--- config.mk ---
export PLATFORM = sky130hd
export DESIGN_NAME = sync_serial_port
export DESIGN_NICKNAME = d
export VERILOG_FILES = /design/src/rtl/ssp_pkg.sv /design/src/rtl/ssp_ctrl.sv /design/src/rtl/ssp_datapath.sv /design/src/rtl/sync_serial_port.sv
export SDC_FILE = /design/constraint.sdc
export NUM_CORES = 1
export LEC_CHECK = 0
export ABC_AREA = 0
export CAP_MARGIN = 5
export CORE_MARGIN = 3
export CORE_UTILIZATION = 46
export DETAILED_ROUTE_END_ITERATION = 8
export PLACE_DENSITY = 0.7
export SYNTH_ARGS = -nofsm -noshare
export SYNTH_HDL_FRONTEND = slang
export SYNTH_SLANG_ARGS = --single-unit
--- constraint.sdc ---
create_clock -name clk -period 2.95 [get_ports clk]
set_input_delay 0.59 -clock clk [delete_from_list [all_inputs] [get_ports clk]]
set_output_delay 0.59 -clock clk [all_outputs]
set_load 0.05 [all_outputs]
--- src/rtl/ssp_pkg.sv ---
package ssp_pkg;
  localparam logic [1:0] ADDR_CTRL = 2'd0;
  localparam logic [1:0] ADDR_STAT = 2'd1;
  localparam logic [1:0] ADDR_DATA = 2'd2;

  // control word, bit 7 first
  typedef struct packed {
    logic intEn;
    logic spe;
    logic txIntEn;
    logic master;
    logic cpol;
    logic cpha;
    logic ssoe;
    logic lsbFirst;
  } ssp_cfg_t;

  // strobes and settings from control to datapath
  typedef struct packed {
    logic abort;
    logic txReady;
    logic runMaster;
    logic runSlave;
    logic cpol;
    logic cpha;
    logic lsbFirst;
    logic ssDrive;
  } ssp_strobe_t;
endpackage

--- src/rtl/ssp_ctrl.sv ---
module ssp_ctrl
  import ssp_pkg::*;
#(
  parameter int DATA_W = 8
) (
  input  logic              clk,
  input  logic              rstN,
  input  logic [1:0]        regAddr,
  input  logic              regWr,
  input  logic              regRd,
  input  logic [DATA_W-1:0] regWdata,
  output logic [DATA_W-1:0] regRdata,
  output logic              irq,
  output ssp_strobe_t       strb,
  output logic [DATA_W-1:0] txData,
  input  logic              takeTx,
  input  logic              done,
  input  logic              ssLow,
  input  logic [DATA_W-1:0] rxByte
);
  ssp_cfg_t cfg, cfgNew;
  logic spif, sptef, modf, txFull;
  logic ctrlWr, dataWr, dataRd, abortWr, modeFault;

  assign cfgNew = ssp_cfg_t'(regWdata[7:0]);
  assign ctrlWr = regWr && regAddr == ADDR_CTRL;
  assign dataWr = regWr && regAddr == ADDR_DATA;
  assign dataRd = regRd && regAddr == ADDR_DATA;

  // role change, disable, or master clock-format change ends a frame
  assign abortWr = ctrlWr && (cfgNew.master != cfg.master || !cfgNew.spe ||
                   (cfg.master && (cfgNew.cpol != cfg.cpol || cfgNew.cpha != cfg.cpha)));
  assign modeFault = cfg.spe && cfg.master && !cfg.ssoe && ssLow;

  always_comb begin
    strb.abort     = !cfg.spe || abortWr || modeFault;
    strb.txReady   = txFull;
    strb.runMaster = cfg.spe && cfg.master;
    strb.runSlave  = cfg.spe && !cfg.master;
    strb.cpol      = cfg.cpol;
    strb.cpha      = cfg.cpha;
    strb.lsbFirst  = cfg.lsbFirst;
    strb.ssDrive   = cfg.spe && cfg.master && cfg.ssoe;
  end

  always_ff @(posedge clk or negedge rstN) begin
    if (!rstN) begin
      cfg    <= ssp_cfg_t'(8'h04);
      spif   <= 1'b0;
      sptef  <= 1'b1;
      modf   <= 1'b0;
      txFull <= 1'b0;
      txData <= '0;
    end else begin
      if (ctrlWr) cfg <= cfgNew;
      if (!cfg.spe) begin
        spif   <= 1'b0;
        modf   <= 1'b0;
        sptef  <= 1'b1;
        txFull <= 1'b0;
      end else begin
        if (done) spif <= 1'b1;
        else if (dataRd) spif <= 1'b0;
        if (modeFault) modf <= 1'b1;
        else if (ctrlWr) modf <= 1'b0;
        if (takeTx) begin
          txFull <= 1'b0;
          sptef  <= 1'b1;
        end else if (dataWr && sptef) begin
          txData <= regWdata;
          txFull <= 1'b1;
          sptef  <= 1'b0;
        end
      end
    end
  end

  always_comb begin
    case (regAddr)
      ADDR_CTRL: regRdata = DATA_W'(cfg);
      ADDR_STAT: regRdata = DATA_W'({spif, 1'b0, sptef, modf, 4'b0000});
      ADDR_DATA: regRdata = rxByte;
      default:   regRdata = '0;
    endcase
  end

  assign irq = (cfg.intEn && (spif || modf)) || (cfg.txIntEn && sptef);

  // a disabled engine holds its flags at their cleared values
  p_off_clears_r3: assert property (@(posedge clk) disable iff (!rstN)
    !cfg.spe |=> (!spif && !modf && sptef));
  // transfer-complete rises only after the engine reports a finished frame
  p_spif_src_r5: assert property (@(posedge clk) disable iff (!rstN)
    $rose(spif) |-> $past(done));
  // the engine takes a byte only when one is waiting
  p_take_full_r10: assert property (@(posedge clk) disable iff (!rstN)
    takeTx |-> txFull);
endmodule

--- src/rtl/ssp_datapath.sv ---
module ssp_datapath
  import ssp_pkg::*;
#(
  parameter int DATA_W  = 8,
  parameter int CLK_DIV = 2
) (
  input  logic              clk,
  input  logic              rstN,
  input  ssp_strobe_t       strb,
  input  logic [DATA_W-1:0] txData,
  output logic              takeTx,
  output logic              done,
  output logic [DATA_W-1:0] rxByte,
  output logic              ssLow,
  input  logic              sckIn,
  input  logic              ssIn,
  input  logic              mosiIn,
  input  logic              misoIn,
  output logic              sckOut,
  output logic              mosiOut,
  output logic              misoOut,
  output logic              ssOut
);
  localparam int EDGES = 2 * DATA_W;
  localparam int CW    = $clog2(EDGES + 1);
  localparam int DIV_W = $clog2(CLK_DIV + 1);
  localparam int IW    = $clog2(DATA_W);

  logic [1:0] sckS, ssS, mosiS;
  logic sckD, ssD;
  logic active, sckReg;
  logic [CW-1:0] edgeCnt, nextCnt, rawIdx;
  logic [DIV_W-1:0] divCnt;
  logic [DATA_W-1:0] txReg, rxReg, rxShift;
  logic [IW-1:0] idx;
  logic slaveEdge, ssFall, slaveQuit, start, divEnd, tick, sampleNow, inBit, outBit;

  // two-stage synchronizers for the slave-side pins
  always_ff @(posedge clk or negedge rstN) begin
    if (!rstN) begin
      sckS  <= 2'b00;
      ssS   <= 2'b11;
      mosiS <= 2'b00;
      sckD  <= 1'b0;
      ssD   <= 1'b1;
    end else begin
      sckS  <= {sckS[0], sckIn};
      ssS   <= {ssS[0], ssIn};
      mosiS <= {mosiS[0], mosiIn};
      sckD  <= sckS[1];
      ssD   <= ssS[1];
    end
  end

  assign ssLow     = !ssS[1];
  assign slaveEdge = sckS[1] ^ sckD;
  assign ssFall    = ssD && !ssS[1];
  assign slaveQuit = strb.runSlave && active && !ssLow;
  assign start     = !active && !strb.abort &&
                     (strb.runMaster ? strb.txReady : (strb.runSlave && ssFall));
  assign takeTx    = start && strb.txReady;
  assign divEnd    = divCnt == DIV_W'(CLK_DIV - 1);
  assign tick      = active && edgeCnt != CW'(EDGES) &&
                     (strb.runMaster ? divEnd : (strb.runSlave && slaveEdge));
  assign nextCnt   = edgeCnt + 1'b1;
  assign sampleNow = tick && (nextCnt[0] ^ strb.cpha);
  assign inBit     = strb.runMaster ? misoIn : mosiS[1];
  assign done      = active && edgeCnt == CW'(EDGES);
  assign rxShift   = strb.lsbFirst ? {inBit, rxReg[DATA_W-1:1]} : {rxReg[DATA_W-2:0], inBit};

  // bit slot currently on the wire, derived from the edge count
  always_comb begin
    if (strb.cpha) rawIdx = (edgeCnt == '0) ? '0 : ((edgeCnt - 1'b1) >> 1);
    else           rawIdx = edgeCnt >> 1;
    if (rawIdx > CW'(DATA_W - 1)) rawIdx = CW'(DATA_W - 1);
    idx = IW'(rawIdx);
  end
  assign outBit = strb.lsbFirst ? txReg[idx] : txReg[IW'(DATA_W - 1) - idx];

  always_ff @(posedge clk or negedge rstN) begin
    if (!rstN) begin
      active  <= 1'b0;
      edgeCnt <= '0;
      divCnt  <= '0;
      sckReg  <= 1'b0;
      txReg   <= '0;
      rxReg   <= '0;
      rxByte  <= '0;
    end else if (strb.abort || slaveQuit) begin
      active  <= 1'b0;
      edgeCnt <= '0;
      divCnt  <= '0;
      sckReg  <= strb.cpol;
    end else if (start) begin
      active  <= 1'b1;
      edgeCnt <= '0;
      divCnt  <= '0;
      txReg   <= takeTx ? txData : '0;
      sckReg  <= strb.cpol;
    end else if (done) begin
      active  <= 1'b0;
      rxByte  <= rxReg;
      sckReg  <= strb.cpol;
    end else if (active) begin
      if (strb.runMaster) divCnt <= divEnd ? '0 : divCnt + 1'b1;
      if (tick) begin
        edgeCnt <= nextCnt;
        if (strb.runMaster) sckReg <= ~sckReg;
        if (sampleNow) rxReg <= rxShift;
      end
    end else begin
      sckReg <= strb.cpol;
    end
  end

  assign sckOut  = strb.runMaster ? sckReg : strb.cpol;
  assign mosiOut = strb.runMaster && active && outBit;
  assign misoOut = strb.runSlave && active && outBit;
  assign ssOut   = !(strb.ssDrive && active);

  // the edge counter never passes the frame length
  p_edge_limit_r5: assert property (@(posedge clk) disable iff (!rstN)
    edgeCnt <= CW'(EDGES));
  // completion is a single-cycle event
  p_done_once_r5: assert property (@(posedge clk) disable iff (!rstN)
    done |=> !done);
  // an abort strobe always leaves the engine idle
  p_abort_idle_r8: assert property (@(posedge clk) disable iff (!rstN)
    strb.abort |=> !active);
endmodule

--- src/rtl/sync_serial_port.sv ---
module sync_serial_port
  import ssp_pkg::*;
#(
  parameter int DATA_W  = 8,
  parameter int CLK_DIV = 2
) (
  input  logic              clk,
  input  logic              rstN,
  input  logic [1:0]        regAddr,
  input  logic              regWr,
  input  logic              regRd,
  input  logic [DATA_W-1:0] regWdata,
  output logic [DATA_W-1:0] regRdata,
  output logic              irq,
  input  logic              sckIn,
  output logic              sckOut,
  input  logic              ssIn,
  output logic              ssOut,
  input  logic              mosiIn,
  output logic              mosiOut,
  input  logic              misoIn,
  output logic              misoOut
);
  ssp_strobe_t strb;
  logic [DATA_W-1:0] txData, rxByte;
  logic takeTx, done, ssLow;

  ssp_ctrl #(.DATA_W(DATA_W)) u_ctrl (
    .clk(clk), .rstN(rstN), .regAddr(regAddr), .regWr(regWr), .regRd(regRd),
    .regWdata(regWdata), .regRdata(regRdata), .irq(irq), .strb(strb),
    .txData(txData), .takeTx(takeTx), .done(done), .ssLow(ssLow), .rxByte(rxByte)
  );

  ssp_datapath #(.DATA_W(DATA_W), .CLK_DIV(CLK_DIV)) u_dp (
    .clk(clk), .rstN(rstN), .strb(strb), .txData(txData), .takeTx(takeTx),
    .done(done), .rxByte(rxByte), .ssLow(ssLow), .sckIn(sckIn), .ssIn(ssIn),
    .mosiIn(mosiIn), .misoIn(misoIn), .sckOut(sckOut), .mosiOut(mosiOut),
    .misoOut(misoOut), .ssOut(ssOut)
  );
endmodule

==> run_results.csv <==
group,metric,value,unit
run_status,outcome,"finished with violations",
run_status,failed_checks,"setup timing",
sta,whs,0.3181,ns
grt,grt.overflow.total,0,
synthesis,synth_ff_type,"dfrtp_1",
grt,grt_pass1_wl,11.37,mm
route,num_vias,2273,
grt,antenna_found_initial,0,
route,ant_nets,0,
worst_setup_path,cp-end-kind,"primary output",
worst_setup_path,crit_path_start_kind,"flip-flop",
synthesis,synth_nets,306,
sta,skew,0.01001,ns
sta,rsz0062_at_grt,"yes",
synthesis,postSynthAreaPerCell,10.83,sq um
sta,slew_headroom,0.4935,
floorplan,die_x,88.07,um
sta,setup_ws,-0.05073,ns
placed_design,portBuffers,30,
sta,worst_pin_slew,0.7597,ns
route,viasPerCell,5.517,
sta,max_freq,0.3333,GHz
synthesis,yosysSeqAreaShare,0.4947,
floorplan,ios,31,
cts,path_clk_slew,0.07,ns
worst_setup_path,r2r_cells,8,
synthesis,synth.distinct_cells,41,
worst_setup_path,r2r_end,"u_dp.rxReg[6]",
min_path,hold_path.class,"in2async",
cells_and_area,area_growth,31.42,%
sta,final-setup-viol-count,2,
cts,cts.sinks,61,
synthesis,synth_cells,286,
synthesis,synthArstFlopShare,1.000,
sta,period_share,1.017,
floorplan,core_area,6422,sq um
route,wirelength,6.744,mm
cts,h-tree-depth,3,
placed_design,detailed_place_hpwl,4.795,mm
cells_and_area,mostFrequentLayoutCells,"dfrtp_1, nand2_1, mux2_2, buf_4, nor2_1",
floorplan,initial_utilization,0.4824,
power_and_ir_drop,power_density,569.3,nW/um^2
route,avgRoutedWirePerCell,16.37,um
worst_setup_path,setup.worst_path.start,"u_dp.edgeCnt[1]",
sta,drv_slew,0,
worst_setup_path,endpoint,"mosiOut",
grt,grt_pass1_vias,2279,
cts,clockBufferDepth,2,
cts,cts_root_buf,"clkbuf_8",
route,drtIter0Drc,137,
synthesis,synth_seq_cells,61,
cells_and_area,drive_gt1_frac,0.3493,
cells_and_area,fillCellCount,486,
synthesis,ys.warnings.count,0,
power_and_ir_drop,ir_drop,411.8,uV
route,drc,0,
worst_setup_path,crit_fanout,4,
worst_setup_path,worstSetupPathType,"reg2out",
sta,hold_viol,0,
synthesis,syn_area,3098,sq um
cts,cts_made_buffers,9,
worst_setup_path,worstPathRequired,2.36,ns
floorplan,dieArea,7755,sq um
sta,fin_crit,3.001,ns
floorplan,core.rowCount,29,
power_and_ir_drop,p_leak,1.826,nW
placed_design,place_congestion,0.7696,
cts,clk_latency,0.34,ns
cells_and_area,nets,350,
route,drt_pass1_iterations,4,
power_and_ir_drop,power,2.318,mW
worst_setup_path,r2r_setup_slack,0.33,ns
cells_and_area,layout_commonest_cell,"dfrtp_1",
grt,track_usage,0.1940,
worst_setup_path,crit_arrival,2.41,ns
cts,cts_tree,"yes",
sta,fin_setup_tns,-0.07810,ns
floorplan,fp.dieH,88.07,um
run,maxCapViolations,0,
synthesis,synth_edf_count,0,
grt,grt_max_degree,35,
worst_setup_path,r2r-start,"u_ctrl.strb[2]",
cells_and_area,antennaDiodeCount,0,
==> worst min-delay path by stage <==
stage | slack [ns] | endpoint | cells past startpoint
6_report | 0.32 | u_dp.txReg[4] | 1
5_1_grt | 0.36 | u_dp.txReg[4] | 1
4_1_cts | 0.33 | u_dp.txReg[4] | 1
3_5_place_dp | 0.34 | u_dp.sckS[1] | 0
3_3_place_gp | 0.33 | u_dp.sckS[1] | 0
2_1_floorplan | 0.29 | u_ctrl.cfg[1] | 0
==> cells by family (layout without fill, tap and decap cells) <==
family	after synthesis	after routing	synth area share
fa+ha+maj	2	2	0.008076
simple gates	103	103	0.1611
xor+xnor	10	10	0.02827
buf+inv	24	73	0.03271
mux	58	58	0.2137
flops	61	61	0.4947
compound gates	28	28	0.06139
==> state kept, by name (all words and copies together) (netlist names), 2 cells and up <==
name	count
u_ctrl.cfg	5
u_ctrl.strb	3
u_ctrl.txData	8
u_dp.divCnt	2
u_dp.edgeCnt	5
u_dp.mosiS	2
u_dp.rxByte	8
u_dp.rxReg	8
u_dp.sckS	2
u_dp.ssS	2
u_dp.txReg	8
==> synthesized netlist by cell type, types with 2 or more instances <==
| library cell | n | area share |
|---|---|---|
| o21ai_0 | 7 | 0.011 |
| mux2_2 | 33 | 0.12 |
| dfstp_2 | 5 | 0.042 |
| ha_1 | 2 | 0.0081 |
| nor2_1 | 20 | 0.024 |
| xor2_1 | 7 | 0.020 |
| clkbuf_1 | 16 | 0.019 |
| dfrtp_1 | 56 | 0.45 |
| nor3b_1 | 2 | 0.0048 |
| buf_2 | 3 | 0.0048 |
| mux2_4 | 8 | 0.039 |
| inv_1 | 4 | 0.0048 |
| nand4_1 | 3 | 0.0061 |
| or2_2 | 2 | 0.0040 |
| nand2_1 | 40 | 0.048 |
| nor2b_1 | 4 | 0.0081 |
| nand3_1 | 13 | 0.021 |
| or3_1 | 3 | 0.0061 |
| a21oi_1 | 3 | 0.0048 |
| o22ai_1 | 4 | 0.0081 |
| nor4_1 | 2 | 0.0040 |
| a211oi_1 | 5 | 0.012 |
| nand3b_1 | 3 | 0.0073 |
| and4b_1 | 3 | 0.0097 |
| xnor2_1 | 3 | 0.0085 |
| nand2b_1 | 4 | 0.0081 |
| mux2i_1 | 17 | 0.055 |
==> power breakdown <==
| group | internal (mW) | total, mW | switching (mW) | leakage (nW) |
|---|---|---|---|---|
| Clock | 0.498 | 0.814 | 0.316 | 0.107 |
| Combinational | 0.245 | 0.481 | 0.236 | 0.939 |
| Sequential | 0.933 | 1.02 | 0.0908 | 0.780 |
| Total | 1.68 | 2.32 | 0.643 | 1.83 |
==> worst max-delay path, cell delays in order (launching register included) <==
cell and delay (ns):
dfrtp_1 0.39, inv_2 0.08, ha_4 0.15, nor3b_4 0.32, o22ai_4 0.15, mux2i_1 0.19
mux2i_4 0.19, o22ai_4 0.12, nor4_4 0.31, buf_12 0.18
==> area by class of cell <==
| cell class | instances | area, sq um | area share |
|---|---|---|---|
| Multi-Input combinational cell | 201 | 1637 | 0.4020 |
| Clock buffer | 12 | 145.1 | 0.03565 |
| Sequential cell | 61 | 1534 | 0.3768 |
| Clock inverter | 4 | 72.57 | 0.01782 |
| Inverter | 4 | 15.01 | 0.003688 |
| Tap cell | 77 | 96.34 | 0.02366 |
| Timing Repair Buffer | 53 | 571.8 | 0.1404 |
==> timing repair <==
| item | CTS | global route |
|---|---|---|
| pin swaps | 5 | 0 |
| setup buffers | 6 | 0 |
| resized for setup | 26 | 0 |
| hold buffers | 0 | 0 |
| endpoints found under the setup margin | 2 | 2 |
| cloned | 0 | 0 |
==> through the flow <==
stage	setup WS, ns	std cells	utilization	area [sq um]
final	-0.05073	412	0.6339	4071
after detailed placement	-0.09512	391	0.5747	3691
after global routing	-0.1792	412	0.6339	4071
after global placement	-0.08462	391	0.5747	3691
after CTS	-0.03038	412	0.6339	4071
after floorplan	0.01173	286	-	3151
==> metal layers <==
layer	share of wire	global-route usage	wire (um)
met5	0	0	0
met4	0.017	0.07830	112
met3	0.032	0.03575	218
met2	0.50	0.3164	3368
met1	0.45	0.2566	3045
Power figures use the tool's default switching activity.
